<file path="src/rtl/sc_clk_ctrl.sv">
`timescale 1ns/1ps
module sc_clk_ctrl #(
  parameter int ADDR_W = 3,
  parameter logic [ADDR_W-1:0] REG_ADDR = 3'd7,
  parameter int HALF0 = 8
) (
  input  logic              clk,
  input  logic              rst_n,
  input  logic [ADDR_W-1:0] bus_addr,
  input  logic              bus_wr,
  input  logic [7:0]        bus_wdata,
  output logic [7:0]        bus_rdata,
  output logic              card_clk,
  output logic              card_pwr_n,
  output logic              card_rst_n,
  output logic              card_io_oe,
  output logic              led_on,
  output logic              clr_others
);
  localparam int CW = $clog2(HALF0);
  localparam int HW = CW + 1;
  localparam logic [7:0] CTL_RST = 8'h12;

  logic [7:0]    ctl_q, ctl_d;
  logic          cold_d1;
  logic [CW-1:0] cnt_q;
  logic [HW-1:0] half_q;
  logic [HW-1:0] half_next;
  logic          clk_q;

  wire cold     = ctl_q[7];
  wire stop_req = cold | ctl_q[3];
  wire park_lvl = ~cold & ctl_q[2];
  wire tick     = (cnt_q == CW'(half_q - 1'b1));
  wire flip     = ~stop_req | (clk_q != park_lvl);

  assign half_next = HW'(HALF0 >> ctl_q[5:4]);

  always_comb begin
    ctl_d = (bus_wr && bus_addr == REG_ADDR) ? bus_wdata : ctl_q;
    ctl_d[6] = 1'b0;
    if (ctl_d[7]) begin
      ctl_d[5:4] = 2'b01;
      ctl_d[1]   = 1'b1;
    end
  end

  always_ff @(posedge clk or negedge rst_n) begin
    if (!rst_n) begin
      ctl_q   <= CTL_RST;
      cold_d1 <= 1'b0;
    end else begin
      ctl_q   <= ctl_d;
      cold_d1 <= cold;
    end
  end

  always_ff @(posedge clk or negedge rst_n) begin
    if (!rst_n) begin
      cnt_q  <= '0;
      half_q <= HW'(HALF0 >> 1);
      clk_q  <= 1'b0;
    end else if (tick) begin
      cnt_q  <= '0;
      half_q <= half_next;
      if (flip) clk_q <= ~clk_q;
    end else begin
      cnt_q <= cnt_q + 1'b1;
    end
  end

  assign bus_rdata  = (bus_addr == REG_ADDR) ? ctl_q : 8'h00;
  assign card_clk   = clk_q;
  assign card_pwr_n = cold;
  assign card_rst_n = ~(cold | ctl_q[0]);
  assign card_io_oe = ~cold & ~ctl_q[1];
  assign led_on     = ~cold;
  assign clr_others = cold & ~cold_d1;

  AST_COLD_PINS: assert property (@(posedge clk) disable iff (!rst_n)
    ctl_q[7] |-> (card_pwr_n && !card_rst_n && !card_io_oe && !led_on));
  AST_COLD_DEFAULTS: assert property (@(posedge clk) disable iff (!rst_n)
    ctl_q[7] |-> (ctl_q[5:4] == 2'b01 && ctl_q[1]));
  AST_CLR_SINGLE: assert property (@(posedge clk) disable iff (!rst_n)
    clr_others |=> !clr_others);
  AST_BIT6_LOW: assert property (@(posedge clk) disable iff (!rst_n)
    bus_wr |=> !ctl_q[6]);
  AST_PARK_HOLD: assert property (@(posedge clk) disable iff (!rst_n)
    ($past(stop_req) && $past(card_clk) == $past(park_lvl)) |-> $stable(card_clk));
  AST_WARM_RESET: assert property (@(posedge clk) disable iff (!rst_n)
    (ctl_q[0] && !ctl_q[7]) |-> (!card_rst_n && !card_pwr_n));
  AST_RATE_AT_EDGE: assert property (@(posedge clk) disable iff (!rst_n)
    (cnt_q != '0) |-> $stable(half_q));
endmodule

</file>
<file path="config.mk">
export PLATFORM = sky130hd
export DESIGN_NAME = sc_clk_ctrl
export DESIGN_NICKNAME = d
export VERILOG_FILES = /design/src/rtl/sc_clk_ctrl.sv
export SDC_FILE = /design/constraint.sdc
export NUM_CORES = 1
export LEC_CHECK = 0
export BUFFER_PORTS_ARGS = -buffer_cell sky130_fd_sc_hd__buf_2
export CAP_MARGIN = 20
export CORE_MARGIN = 2
export CORE_UTILIZATION = 43
export CTS_CLUSTER_SIZE = 14
export DETAILED_ROUTE_END_ITERATION = 8
export HOLD_SLACK_MARGIN = 0.05
export PLACE_DENSITY = 0.83
export SKIP_CTS_REPAIR_TIMING = 1
export SYNTH_ARGS = -nofsm -noshare
export SYNTH_HDL_FRONTEND = slang
export SYNTH_SLANG_ARGS = --single-unit
</file>
<file path="constraint.sdc">
create_clock -name clk -period 1.6 [get_ports clk]
set_input_delay 0.32 -clock clk [delete_from_list [all_inputs] [get_ports clk]]
set_output_delay 0.32 -clock clk [all_outputs]
set_load 0.03 [all_outputs]
</file>
* Yosys cells after proc, flatten, opt, wreduce, memory -nomap -nowiden
Cells that the tools add are included.
** Operators by class
- Shift operators :: 1
- Eq/ne operators :: 3
- Order comparisons :: 0
- Div/mod/pow operators :: 0
- Multipliers :: 0
- $add $sub $neg :: 2
- Bitwise logic cells :: 12
- Mux-type cells :: 5
- Reductions and logical operators :: 3
** Operator list (count)
- 8-bit two-way mux :: 2
- 1-bit NOT :: 6
- 4-bit by 2-bit >> shifter with 3-bit output (first input constant) :: 1
- 3-bit by 1-bit adder with 3-bit output (second input constant) :: 1
- 1-bit AND :: 3
- 3-bit equality test :: 1
- 3-bit equality test (second input constant) :: 1
- 3-bit two-way mux :: 1
- 1-bit OR :: 3
- 3-bit by 1-bit subtractor with 3-bit output (second input constant) :: 1
- 2-bit two-way mux :: 1
- 2-bit AND reduction :: 1
- 2-bit nonzero test :: 1
- 1-bit logical AND :: 1
- 1-bit two-way mux :: 1
- 1-bit inequality test :: 1
** Word-level totals
- Bits in read-only memories :: 0
- Bits in writable memories :: 0
- Bits in latches :: 0
- Memories :: 0
- Register bits after elaboration :: 15
- Output and inout bits :: 14
- Bits of input ports :: 14

* Logic depth before layout (Yosys ltp)
- Depth in word-level cells :: 5
- Mapped depth :: 5
- Gate-level depth less buffers :: 5

* Worst setup path after synthesis
Ideal clock, no wire load.
- Path type :: flip-flop to flip-flop
- Start :: reg half_q[0]
- End :: reg clk_q, in the netlist card_clk
- Clock period less this slack :: 1651 ps
- Stages on the path, launching flop included :: 6
- Arrival time :: 1526 ps
- Path slack :: -51 ps
- Path through :: dfrtp_1 -> inv_1 -> ha_1 -> xor2_2 -> nand3_2 -> mux2_4
** On the way
- Word-level cells in the longest chain between the ends :: 3
** Ends and longest elaborated chain
- start: declaration :: line 27 : logic [HW-1:0] half_q;
- start signal: assignment :: line 61 : half_q <= HW'(HALF0 >> 1);
- start signal: assignment :: line 65 : half_q <= half_next;
- 3-bit by 1-bit subtractor with 3-bit output :: line 34 : wire tick = (cnt_q == CW'(half_q - 1'b1));
- 3-bit equality test :: line 34
- 2-bit AND reduction (no source line)
- end signal: assignment :: line 66 : if (flip) clk_q <= ~clk_q;
- end: declaration :: line 29 : logic clk_q;
Every way passes these cells.
A chain may end at the register's enable or synchronous reset.

* Final worst setup path
- Start :: reg ctl_q[4]
- End :: out bus_rdata[4]
** On the way
- Word-level cells in the longest chain between the ends :: 1
** Ends and longest elaborated chain
- start: declaration :: line 24 : logic [7:0] ctl_q, ctl_d;
- start signal: assignment :: line 53 : ctl_q <= ctl_d;
- 8-bit two-way mux :: line 72 : assign bus_rdata = (bus_addr == REG_ADDR) ? ctl_q : 8'h00;
- end: declaration :: line 12 : output logic [7:0] bus_rdata,
Every way passes these cells.

==> flow_metrics.env <==
export IMPL_status="finished clean"
export IMPL_yosysSeqAreaShare=0.462
export IMPL_worstSkewPairLatency_ns=0.29
export IMPL_seq_power_share=0.408
export IMPL_critPathRequiredTime_ns=1.28
export IMPL_diodes=0
export IMPL_placed_cell_area_um2=1010
export IMPL_power_density_nw_per_um2=1380
export IMPL_cts_tree="yes"
export IMPL_fillers=171
export IMPL_syn_inst=74
export IMPL_wl_per_cell_um=12.5
export IMPL_min_delay_path_depth=2
export IMPL_post_place_ws_ns=0.0927
export IMPL_yosysUniqueCellTypes=32
export IMPL_dieArea_um2=2270
export IMPL_syn_area_um2=821
export IMPL_die_w_um=47.7
export IMPL_coreArea_um2=1760
export IMPL_synth_edf_count=0
export IMPL_initial_core_util=0.465
export IMPL_cts_buffer_depth=2
export IMPL_skew_ns=0.00602
export IMPL_final_common_cell="buf_2"
export IMPL_min_period_ns=1.51
export IMPL_ant_nets=0
export IMPL_rows=15
export IMPL_ys_async_sr_fraction=1.00
export IMPL_hold_viol_final=0
export IMPL_fin_crit_sh=0.946
export IMPL_drcViolationCount=0
export IMPL_gp_congestion=0.834
export IMPL_firstDrtPassIters=4
export IMPL_fin_ws_ns=0.0858
export IMPL_cp_max_fo=6
export IMPL_grt_pass1_vias=657
export IMPL_p_int_mw=0.883
export IMPL_cts_buffers=3
export IMPL_power_leakage_nw=0.511
export IMPL_clkPwrFrac=0.155
export IMPL_switching_share=0.387
export IMPL_report_final_slew_viol_count=0
export IMPL_io_pins=28
export IMPL_combPwrFrac=0.436
export IMPL_crit_arrival_ns=1.19
export IMPL_power_mw=1.44
export IMPL_cts_root_buf="clkbuf_4"
export IMPL_vias_per_cell=5.05
export IMPL_synthToLayoutAreaGrowth_pct=27.4
export IMPL_avgSynthCellArea_um2=11.1
export IMPL_worst_hold_path_type="primary input to register"
export IMPL_peakVddDrop_mv=0.667
export IMPL_yosys_warnings=0
export IMPL_fin_util=0.593
export IMPL_drt_total_wl_um=1640
export IMPL_p_switching_mw=0.557
export IMPL_syn_nets=90
export IMPL_fmax_mhz=660
export IMPL_setup_violations=0
export IMPL_num_vias=661
export IMPL_htree_levels=1
export IMPL_grtUsageTotal=0.185
export IMPL_hpwl_um=1270
export IMPL_synth_ff_type="dfrtp_1"
export IMPL_ys_ff_latch=15
export IMPL_cts_sinks=15
export IMPL_grt_max_degree=16
export IMPL_design_area_um2=1050
export IMPL_final_cells=131
export IMPL_cp_start_kind="register"
export IMPL_path_class="register to output port"
export IMPL_clk_pin_slew_ns=0.10
export IMPL_grt_first_pass_wirelength_um=2830
export IMPL_gr_total_overflow=0
export IMPL_drtIter0Drc=9
export IMPL_dp_cells=126
export IMPL_die_h_um=47.7
export IMPL_max_cap_violations=0
export IMPL_drive_gt1_frac=0.472
export IMPL_r2r_cells=3
export IMPL_critPathCaptureType="output port"
export IMPL_final_cell_mix="buf_2, dfrtp_1, and2_1"
export IMPL_fin_nets=123
export IMPL_portBuffers=25
export IMPL_antenna_found_initial=0
export IMPL_rsz0062_at_grt="false"
==> path summary, 6_finish.rpt <==
path	startpoint	end	slack, ns
min	bus_wdata[2]	ctl_q[2]	0.25
max	ctl_q[4]	bus_rdata[4]	0.09
min reg2reg	ctl_q[7]	cold_d1	0.51
min in group asynchronous	rst_n	ctl_q[5]	0.45
max reg2reg	half_q[2]	card_clk	0.10
max in group asynchronous	rst_n	ctl_q[4]	0.85
==> routing by layer <==
metal	GRT usage	part of all wire	wire (um)	vias to the layer above
li1	-	-	-	320
met1	0.211	0.40	656	314
met2	0.315	0.52	853	25
met3	0.0717	0.069	113	2
met4	0.0649	0.0092	15	0
met5	0	0	0	-
==> Yosys cell counts, types with 3 or more instances <==
cell type | count | share of area
dfstp_2 | 3 | 0.096
inv_1 | 4 | 0.018
nand2b_1 | 3 | 0.023
mux2_2 | 4 | 0.055
nor2_1 | 4 | 0.018
dfrtp_1 | 12 | 0.37
a21oi_1 | 4 | 0.024
xnor2_1 | 3 | 0.032
and2_1 | 8 | 0.061
==> state kept, by name, summed over array words and instances, names as in the netlist <==
signal and count:
cold_d1 1, half_q 3, cnt_q 3, ctl_q 7
card_clk 1
==> power groups by stage <==
stage	logic (mW)	clock network, mW	registers, mW
2_1_floorplan	0.447	0	0.604
3_3_place_gp	0.603	0	0.587
3_5_place_dp	0.625	0	0.597
4_1_cts	0.631	0.232	0.590
5_1_grt	0.687	0.260	0.608
6_report	0.628	0.224	0.588
==> critical path, cell delays in order (launching register included) <==
cell	delay, ns
dfstp_2	0.59
and2_1	0.13
buf_2	0.19
==> metrics by stage <==
stage,hold slack [ns],TNS (ns)
global route,0.228,0
detailed placement,0.244,0
finish,0.253,0
floorplan,0.0244,-0.0201
global placement,0.239,0
CTS,-0.0806,0
==> area by class of cell <==
| cell class | instances | area (um^2) | area share |
|---|---|---|---|
| Clock buffer | 3 | 22.5 | 0.0215 |
| Clock inverter | 1 | 5.00 | 0.00478 |
| Inverter | 4 | 15.0 | 0.0144 |
| Multi-Input combinational cell | 54 | 434 | 0.415 |
| Sequential cell | 15 | 380 | 0.364 |
| Tap cell | 25 | 31.3 | 0.0299 |
| Timing Repair Buffer | 29 | 158 | 0.151 |
==> cell families (layout without fill, tap and decap cells) <==
kind of cell               count (synthesis)  count (layout)  share of synthesized area
muxes                                      6               6                     0.0854
AOI/OAI and AO/OA                         13              13                      0.116
adders and majority gates                  2               2                     0.0305
other                                      1               1                    0.00457
xor gates and xnor gates                   7               7                      0.102
and+or+nand+nor                           25              25                      0.172
DFF                                       15              15                      0.462
buffers and inverters                      5              37                     0.0274
(Power assumes the default switching activity.)
